## src/rtl/cmp_pkg.sv

```systemverilog
package cmp_pkg;
  typedef enum logic {
    WR_VALUE  = 1'b0,
    WR_CONFIG = 1'b1
  } wr_kind_e;

  localparam int CFG_EN_BIT  = 0;
  localparam int CFG_PER_LSB = 1;
endpackage

```

## src/rtl/cmp_upd_timer.sv

```systemverilog
module cmp_upd_timer #(
  parameter int PER_W = 4
) (
  input  logic             clk,
  input  logic             rst,
  input  logic             eop_i,
  input  logic [PER_W-1:0] reload_i,
  output logic             at_zero_o
);
  logic [PER_W-1:0] cnt_q;

  assign at_zero_o = (cnt_q == '0);

  always_ff @(posedge clk) begin
    if (rst) begin
      cnt_q <= '0;
    end else if (eop_i) begin
      if (cnt_q == '0) cnt_q <= reload_i;
      else             cnt_q <= cnt_q - 1'b1;
    end
  end
endmodule

```

## src/rtl/cmp_slot.sv

```systemverilog
module cmp_slot #(
  parameter int VAL_W = 16,
  parameter int PER_W = 4
) (
  input  logic             clk,
  input  logic             rst,
  input  logic             eop_i,
  input  logic             wr_val_i,
  input  logic             wr_cfg_i,
  input  logic [VAL_W-1:0] wr_data_i,
  output logic [VAL_W-1:0] act_val_o,
  output logic             act_en_o,
  output logic             pend_o,
  output logic             xfer_o
);
  import cmp_pkg::*;

  logic [VAL_W-1:0] stg_val_q, act_val_q;
  logic             stg_en_q, act_en_q;
  logic [PER_W-1:0] stg_per_q, act_per_q;
  logic             val_pend_q, cfg_pend_q;
  logic             at_zero, upd_pt, xfer_val, xfer_cfg;
  logic [PER_W-1:0] reload_per;

  assign upd_pt     = eop_i & at_zero;
  assign xfer_val   = upd_pt & val_pend_q;
  assign xfer_cfg   = upd_pt & cfg_pend_q;
  assign reload_per = xfer_cfg ? stg_per_q : act_per_q;

  cmp_upd_timer #(.PER_W(PER_W)) u_timer (
    .clk       (clk),
    .rst       (rst),
    .eop_i     (eop_i),
    .reload_i  (reload_per),
    .at_zero_o (at_zero)
  );

  always_ff @(posedge clk) begin
    if (rst) begin
      stg_val_q  <= '0;
      stg_en_q   <= 1'b0;
      stg_per_q  <= '0;
      val_pend_q <= 1'b0;
      cfg_pend_q <= 1'b0;
      act_val_q  <= '0;
      act_en_q   <= 1'b0;
      act_per_q  <= '0;
    end else begin
      if (wr_val_i) stg_val_q <= wr_data_i;
      if (wr_cfg_i) begin
        stg_en_q  <= wr_data_i[CFG_EN_BIT];
        stg_per_q <= wr_data_i[CFG_PER_LSB +: PER_W];
      end
      val_pend_q <= (val_pend_q & ~xfer_val) | wr_val_i;
      cfg_pend_q <= (cfg_pend_q & ~xfer_cfg) | wr_cfg_i;
      if (xfer_val) act_val_q <= stg_val_q;
      if (xfer_cfg) begin
        act_en_q  <= stg_en_q;
        act_per_q <= stg_per_q;
      end
    end
  end

  assign act_val_o = act_val_q;
  assign act_en_o  = act_en_q;
  assign pend_o    = val_pend_q | cfg_pend_q;
  assign xfer_o    = xfer_val | xfer_cfg;
endmodule

```

## src/rtl/cmp_match_unit.sv

```systemverilog
module cmp_match_unit #(
  parameter int VAL_W = 16
) (
  input  logic             clk,
  input  logic             rst,
  input  logic [VAL_W-1:0] cnt_i,
  input  logic [VAL_W-1:0] val_i,
  input  logic             en_i,
  output logic             match_o
);
  logic hit_q;

  always_ff @(posedge clk) begin
    if (rst) hit_q <= 1'b0;
    else     hit_q <= en_i & (cnt_i == val_i);
  end

  assign match_o = hit_q;
endmodule

```

## src/rtl/cmp_update_unit.sv

```systemverilog
module cmp_update_unit #(
  parameter int NUM_CMP = 8,
  parameter int VAL_W   = 16,
  parameter int PER_W   = 4,
  localparam int SEL_W  = (NUM_CMP > 1) ? $clog2(NUM_CMP) : 1
) (
  input  logic               clk,
  input  logic               rst,
  input  logic [VAL_W-1:0]   ref_cnt_i,
  input  logic               ref_eop_i,
  input  logic               wr_en_i,
  input  logic [SEL_W-1:0]   wr_unit_i,
  input  logic               wr_kind_i,
  input  logic [VAL_W-1:0]   wr_data_i,
  output logic [NUM_CMP-1:0] match_o,
  output logic [NUM_CMP-1:0] upd_o
);
  import cmp_pkg::*;

  logic [NUM_CMP-1:0]       pend_any;
  logic [NUM_CMP-1:0]       act_en_vec;
  logic [NUM_CMP-1:0]       xfer_vec;
  logic [NUM_CMP*VAL_W-1:0] act_val_flat;
  logic [NUM_CMP-1:0]       upd_q;

  for (genvar g = 0; g < NUM_CMP; g++) begin : g_unit
    logic sel, wr_val, wr_cfg;
    logic [VAL_W-1:0] act_val;

    assign sel    = wr_en_i && (int'(wr_unit_i) == g);
    assign wr_val = sel && (wr_kind_e'(wr_kind_i) == WR_VALUE);
    assign wr_cfg = sel && (wr_kind_e'(wr_kind_i) == WR_CONFIG);

    cmp_slot #(.VAL_W(VAL_W), .PER_W(PER_W)) u_slot (
      .clk       (clk),
      .rst       (rst),
      .eop_i     (ref_eop_i),
      .wr_val_i  (wr_val),
      .wr_cfg_i  (wr_cfg),
      .wr_data_i (wr_data_i),
      .act_val_o (act_val),
      .act_en_o  (act_en_vec[g]),
      .pend_o    (pend_any[g]),
      .xfer_o    (xfer_vec[g])
    );

    cmp_match_unit #(.VAL_W(VAL_W)) u_match (
      .clk     (clk),
      .rst     (rst),
      .cnt_i   (ref_cnt_i),
      .val_i   (act_val),
      .en_i    (act_en_vec[g]),
      .match_o (match_o[g])
    );

    assign act_val_flat[g*VAL_W +: VAL_W] = act_val;
  end

  always_ff @(posedge clk) begin
    if (rst) upd_q <= '0;
    else     upd_q <= xfer_vec;
  end

  assign upd_o = upd_q;
endmodule

```

## config.mk

```make
export PLATFORM = sky130hd
export DESIGN_NAME = cmp_update_unit
export DESIGN_NICKNAME = d
export VERILOG_FILES = /design/src/rtl/cmp_pkg.sv /design/src/rtl/cmp_upd_timer.sv /design/src/rtl/cmp_slot.sv /design/src/rtl/cmp_match_unit.sv /design/src/rtl/cmp_update_unit.sv
export SDC_FILE = /design/constraint.sdc
export NUM_CORES = 1
export LEC_CHECK = 0
export ABC_AREA = 1
export BUFFER_PORTS_ARGS = -buffer_cell sky130_fd_sc_hd__buf_4
export CORE_MARGIN = 2
export CORE_UTILIZATION = 25
export DETAILED_ROUTE_END_ITERATION = 8
export HOLD_SLACK_MARGIN = 0.05
export SYNTH_ARGS = -nofsm -noshare
export SYNTH_HDL_FRONTEND = slang
export SYNTH_SLANG_ARGS = --single-unit
```

## constraint.sdc

```tcl
create_clock -name clk -period 4.1 [get_ports clk]
set_input_delay 1.23 -clock clk [delete_from_list [all_inputs] [get_ports clk]]
set_output_delay 1.23 -clock clk [all_outputs]
set_load 0.05 [all_outputs]
```

==> metrics.md <==
| Metric | Value |
|---|---|
| Status | `completed` |
| Setup_tns | `0 ns` |
| Setup CP Type | `flip-flop to output port` |
| Cells after Synth | `2300` |
| Clock latency on the worst-skew pair | `0.55 ns` |
| Cell taking the most area after synthesis | `dfxtp_1` |
| Seq/Total Area, Yosys | `47.3%` |
| Share of layout cells above drive strength 1 | `7.68%` |
| Drt pass-1 iters | `5` |
| FILL cells | `7284` |
| Pins over their slew limit | `0` |
| H-tree Lvls | `2` |
| Die width | `264 um` |
| CTS buffer count | `44` |
| Leak pwr | `0.00698 uW` |
| Synth warnings | `0` |
| Distinct cells, synth | `31` |
| Crit path largest cell delay | `0.45 ns` |
| Vias per cell | `4.62` |
| Initial core utilization | `25.2%` |
| Critical Path RT | `2.87 ns` |
| Initial antenna violation count | `3` |
| I/O pins | `56` |
| Ys flop type | `dfxtp_1` |
| Syn nets | `2348` |
| Via Count | `14700` |
| Crit path launch type | `flip-flop` |
| Core Region | `67200 um2` |
| Flops & latches, synth | `400` |
| Clock Skew | `0.0192 ns` |
| First-pass GRT wire length | `79200 um` |
| Synth top area share | `47.3%` |
| Mapped Avg Cell Area | `7.37 um2` |
| Num rows | `95` |
| Top-count cell post-synth | `dfxtp_1` |
| CTS Root Cell | `clkbuf_16` |
| Largest net degree at the start of global routing | `74` |
| WL final | `51400 um` |
| Global route total overflow | `0` |
| Fmax | `404 MHz` |
| Num Clock Sinks | `400` |
| CP max FO | `1` |
| VDD IR max | `0.000270 V` |
| Top cells by count, synth | `dfxtp_1, a21oi_1, nand2_1` |
| Min-Delay Path Class | `flip-flop to flip-flop` |
| Area delta synth->final | `14.1%` |
| Fin crit share | `60.4%` |
| Nets | `2324` |
| Clock slew at reported path FFs | `0.06 ns` |
| Mapped Area | `16900 um2` |
| Post_cts resized | `0` |
| Slew headroom | `46.7%` |
| MaxCap Viol Count | `0` |
| CP endpoint kind | `output port` |
| Final setup viols | `0` |
| Synth area leaders | `dfxtp_1, a21oi_1, nand2_1` |
| DRC Markers | `0` |
| CP Cell Sequence | `buf_4` |
| Wirelength per Cell | `16.2 um` |
| Postcts setup bufs | `0` |
| Cts hold-fix bufs | `0` |
| Crit path DAT | `1.25 ns` |
| CP delay by family, top | `flip-flops` |
| Antenna Violating Nets Remaining | `0` |
| GRT Total Usage | `14.4%` |
| RSZ-0062 raised after global routing | `no` |
| CTS Buffer Depth | `3` |
| Vias in the first global route | `13600` |
| 1st-iter DRT viols | `1253` |
| Gpl congestion | `0.839` |
| Worst path slowest cell | `dfxtp_1` |
| Die area | `69900 um2` |
| PortBufs | `55` |
| Worst Max-Slew Pin Slew | `0.799 ns` |
| Die H | `264 um` |
| TritonCTS clock tree | `done` |
| Final hold vios | `0` |
| Post-synth EDFFs | `0` |
| Tmin final | `2.48 ns` |
| Fin util | `28.8%` |
| Pwr/cell area | `451 nW/um2` |
| CP Buf/Inv Count | `1` |
| Hpwl dp | `32800 um` |
| Post-synth ARST share | `0%` |
## power breakdown
part | leakage, uW | switching [uW] | total [uW] | internal (uW)
combinational | 0.00305 | 550 | 767 | 217
sequential | 0.00323 | 46.6 | 4010 | 3970
clock | 0.000699 | 1600 | 3930 | 2320
total | 0.00698 | 2200 | 8710 | 6510
## layout by cell type, fill, tap and decap left out, types with 2 or more instances in the layout
cell type and instances:
dfxtp_1 400, a21oi_1 367, nand2_1 361, inv_1 267, nor2_1 219, o21ai_0 213
nand3_1 146, buf_4 66, nand4_1 47, clkbuf_16 45, o22ai_1 29, xnor2_1 18
o211ai_1 15, xor2_1 14, nand2_2 12, clkbuf_8 11, nor2_4 10, o2111ai_1 8
ha_1 8, clkbuf_1 8, clkinv_2 7, nor2_2 5, o21ai_1 5, inv_2 4
nand4_2 3, clkinv_1 3, nand4_4 2, bufinv_16 2, clkinvlp_4 2, buf_12 2
## cell type report
| cell class | instances | area, um2 | share of cell area, % |
|---|---|---|---|
| flip-flops and latches | 400 | 8010 | 41.4 |
| multi-input cells | 1485 | 7210 | 37.3 |
| clock buffers | 64 | 1310 | 6.77 |
| well taps | 873 | 1090 | 5.65 |
| inverters | 276 | 1040 | 5.40 |
| repair buffers | 69 | 547 | 2.83 |
| clock inverters | 11 | 110 | 0.570 |
| diodes | 1 | 2.50 | 0.0130 |
## per-layer routing
| layer | GRT usage [%] | up-vias | wire [um] |
|---|---|---|---|
| met5 | 0 | - | 33 |
| met4 | 4.44 | 6 | 1250 |
| met3 | 2.70 | 86 | 3170 |
| met2 | 22.7 | 358 | 22700 |
| met1 | 19.8 | 6759 | 24200 |
| li1 | - | 7484 | - |
## path summary, 6_finish.rpt
kind / cells after the start / endpoint / from / slack [ns]
worst min register to register: 2 / g_unit[0].u_slot.stg_val_q[9] / g_unit[0].u_slot.stg_val_q[9] / 0.44
worst max-delay path: 1 / upd_o[3] / upd_o[3] / 1.62
worst min-delay path: 2 / g_unit[0].u_slot.stg_val_q[9] / g_unit[0].u_slot.stg_val_q[9] / 0.44
worst max register to register: 7 / g_unit[1].u_slot.act_val_o[10] / g_unit[1].u_slot.u_timer.cnt_q[0] / 2.15
## sequential cells by signal, indices dropped and copies added (netlist names)
name                         flops
g_unit.u_slot.act_en_o           8
g_unit.u_slot.u_timer.cnt_q     32
g_unit.u_slot.val_pend_q         8
g_unit.u_slot.stg_en_q           8
g_unit.u_slot.stg_per_q         32
g_unit.u_slot.stg_val_q        128
g_unit.u_match.match_o           8
g_unit.u_slot.cfg_pend_q         8
g_unit.u_slot.act_per_q         32
upd_o                            8
g_unit.u_slot.act_val_o        128
## metrics by stage
step	setup slack (ns)	cell area (um2)	total power (uW)	cells	hold WS, ns
floorplan	1.95	16900	4620	2300	0.420
global placement	1.12	17900	4860	3103	0.427
detailed placement	1.07	17900	4860	3103	0.432
CTS	1.59	19300	8760	3178	0.441
global route	1.43	19300	9020	3178	0.456
finish	1.62	19300	8710	3179	0.439
## cell families (layout without fill, tap and decap cells)
family	after synthesis	after routing	synth area share, %
simple gates	808	808	20.9
compound gates	637	637	19.4
fa+ha+maj	8	8	0.591
buf+inv	415	420	10.2
xor+xnor	32	32	1.65
flops	400	400	47.3
other cells	0	1	0
No activity file was read; power rests on OpenSTA's default activity.
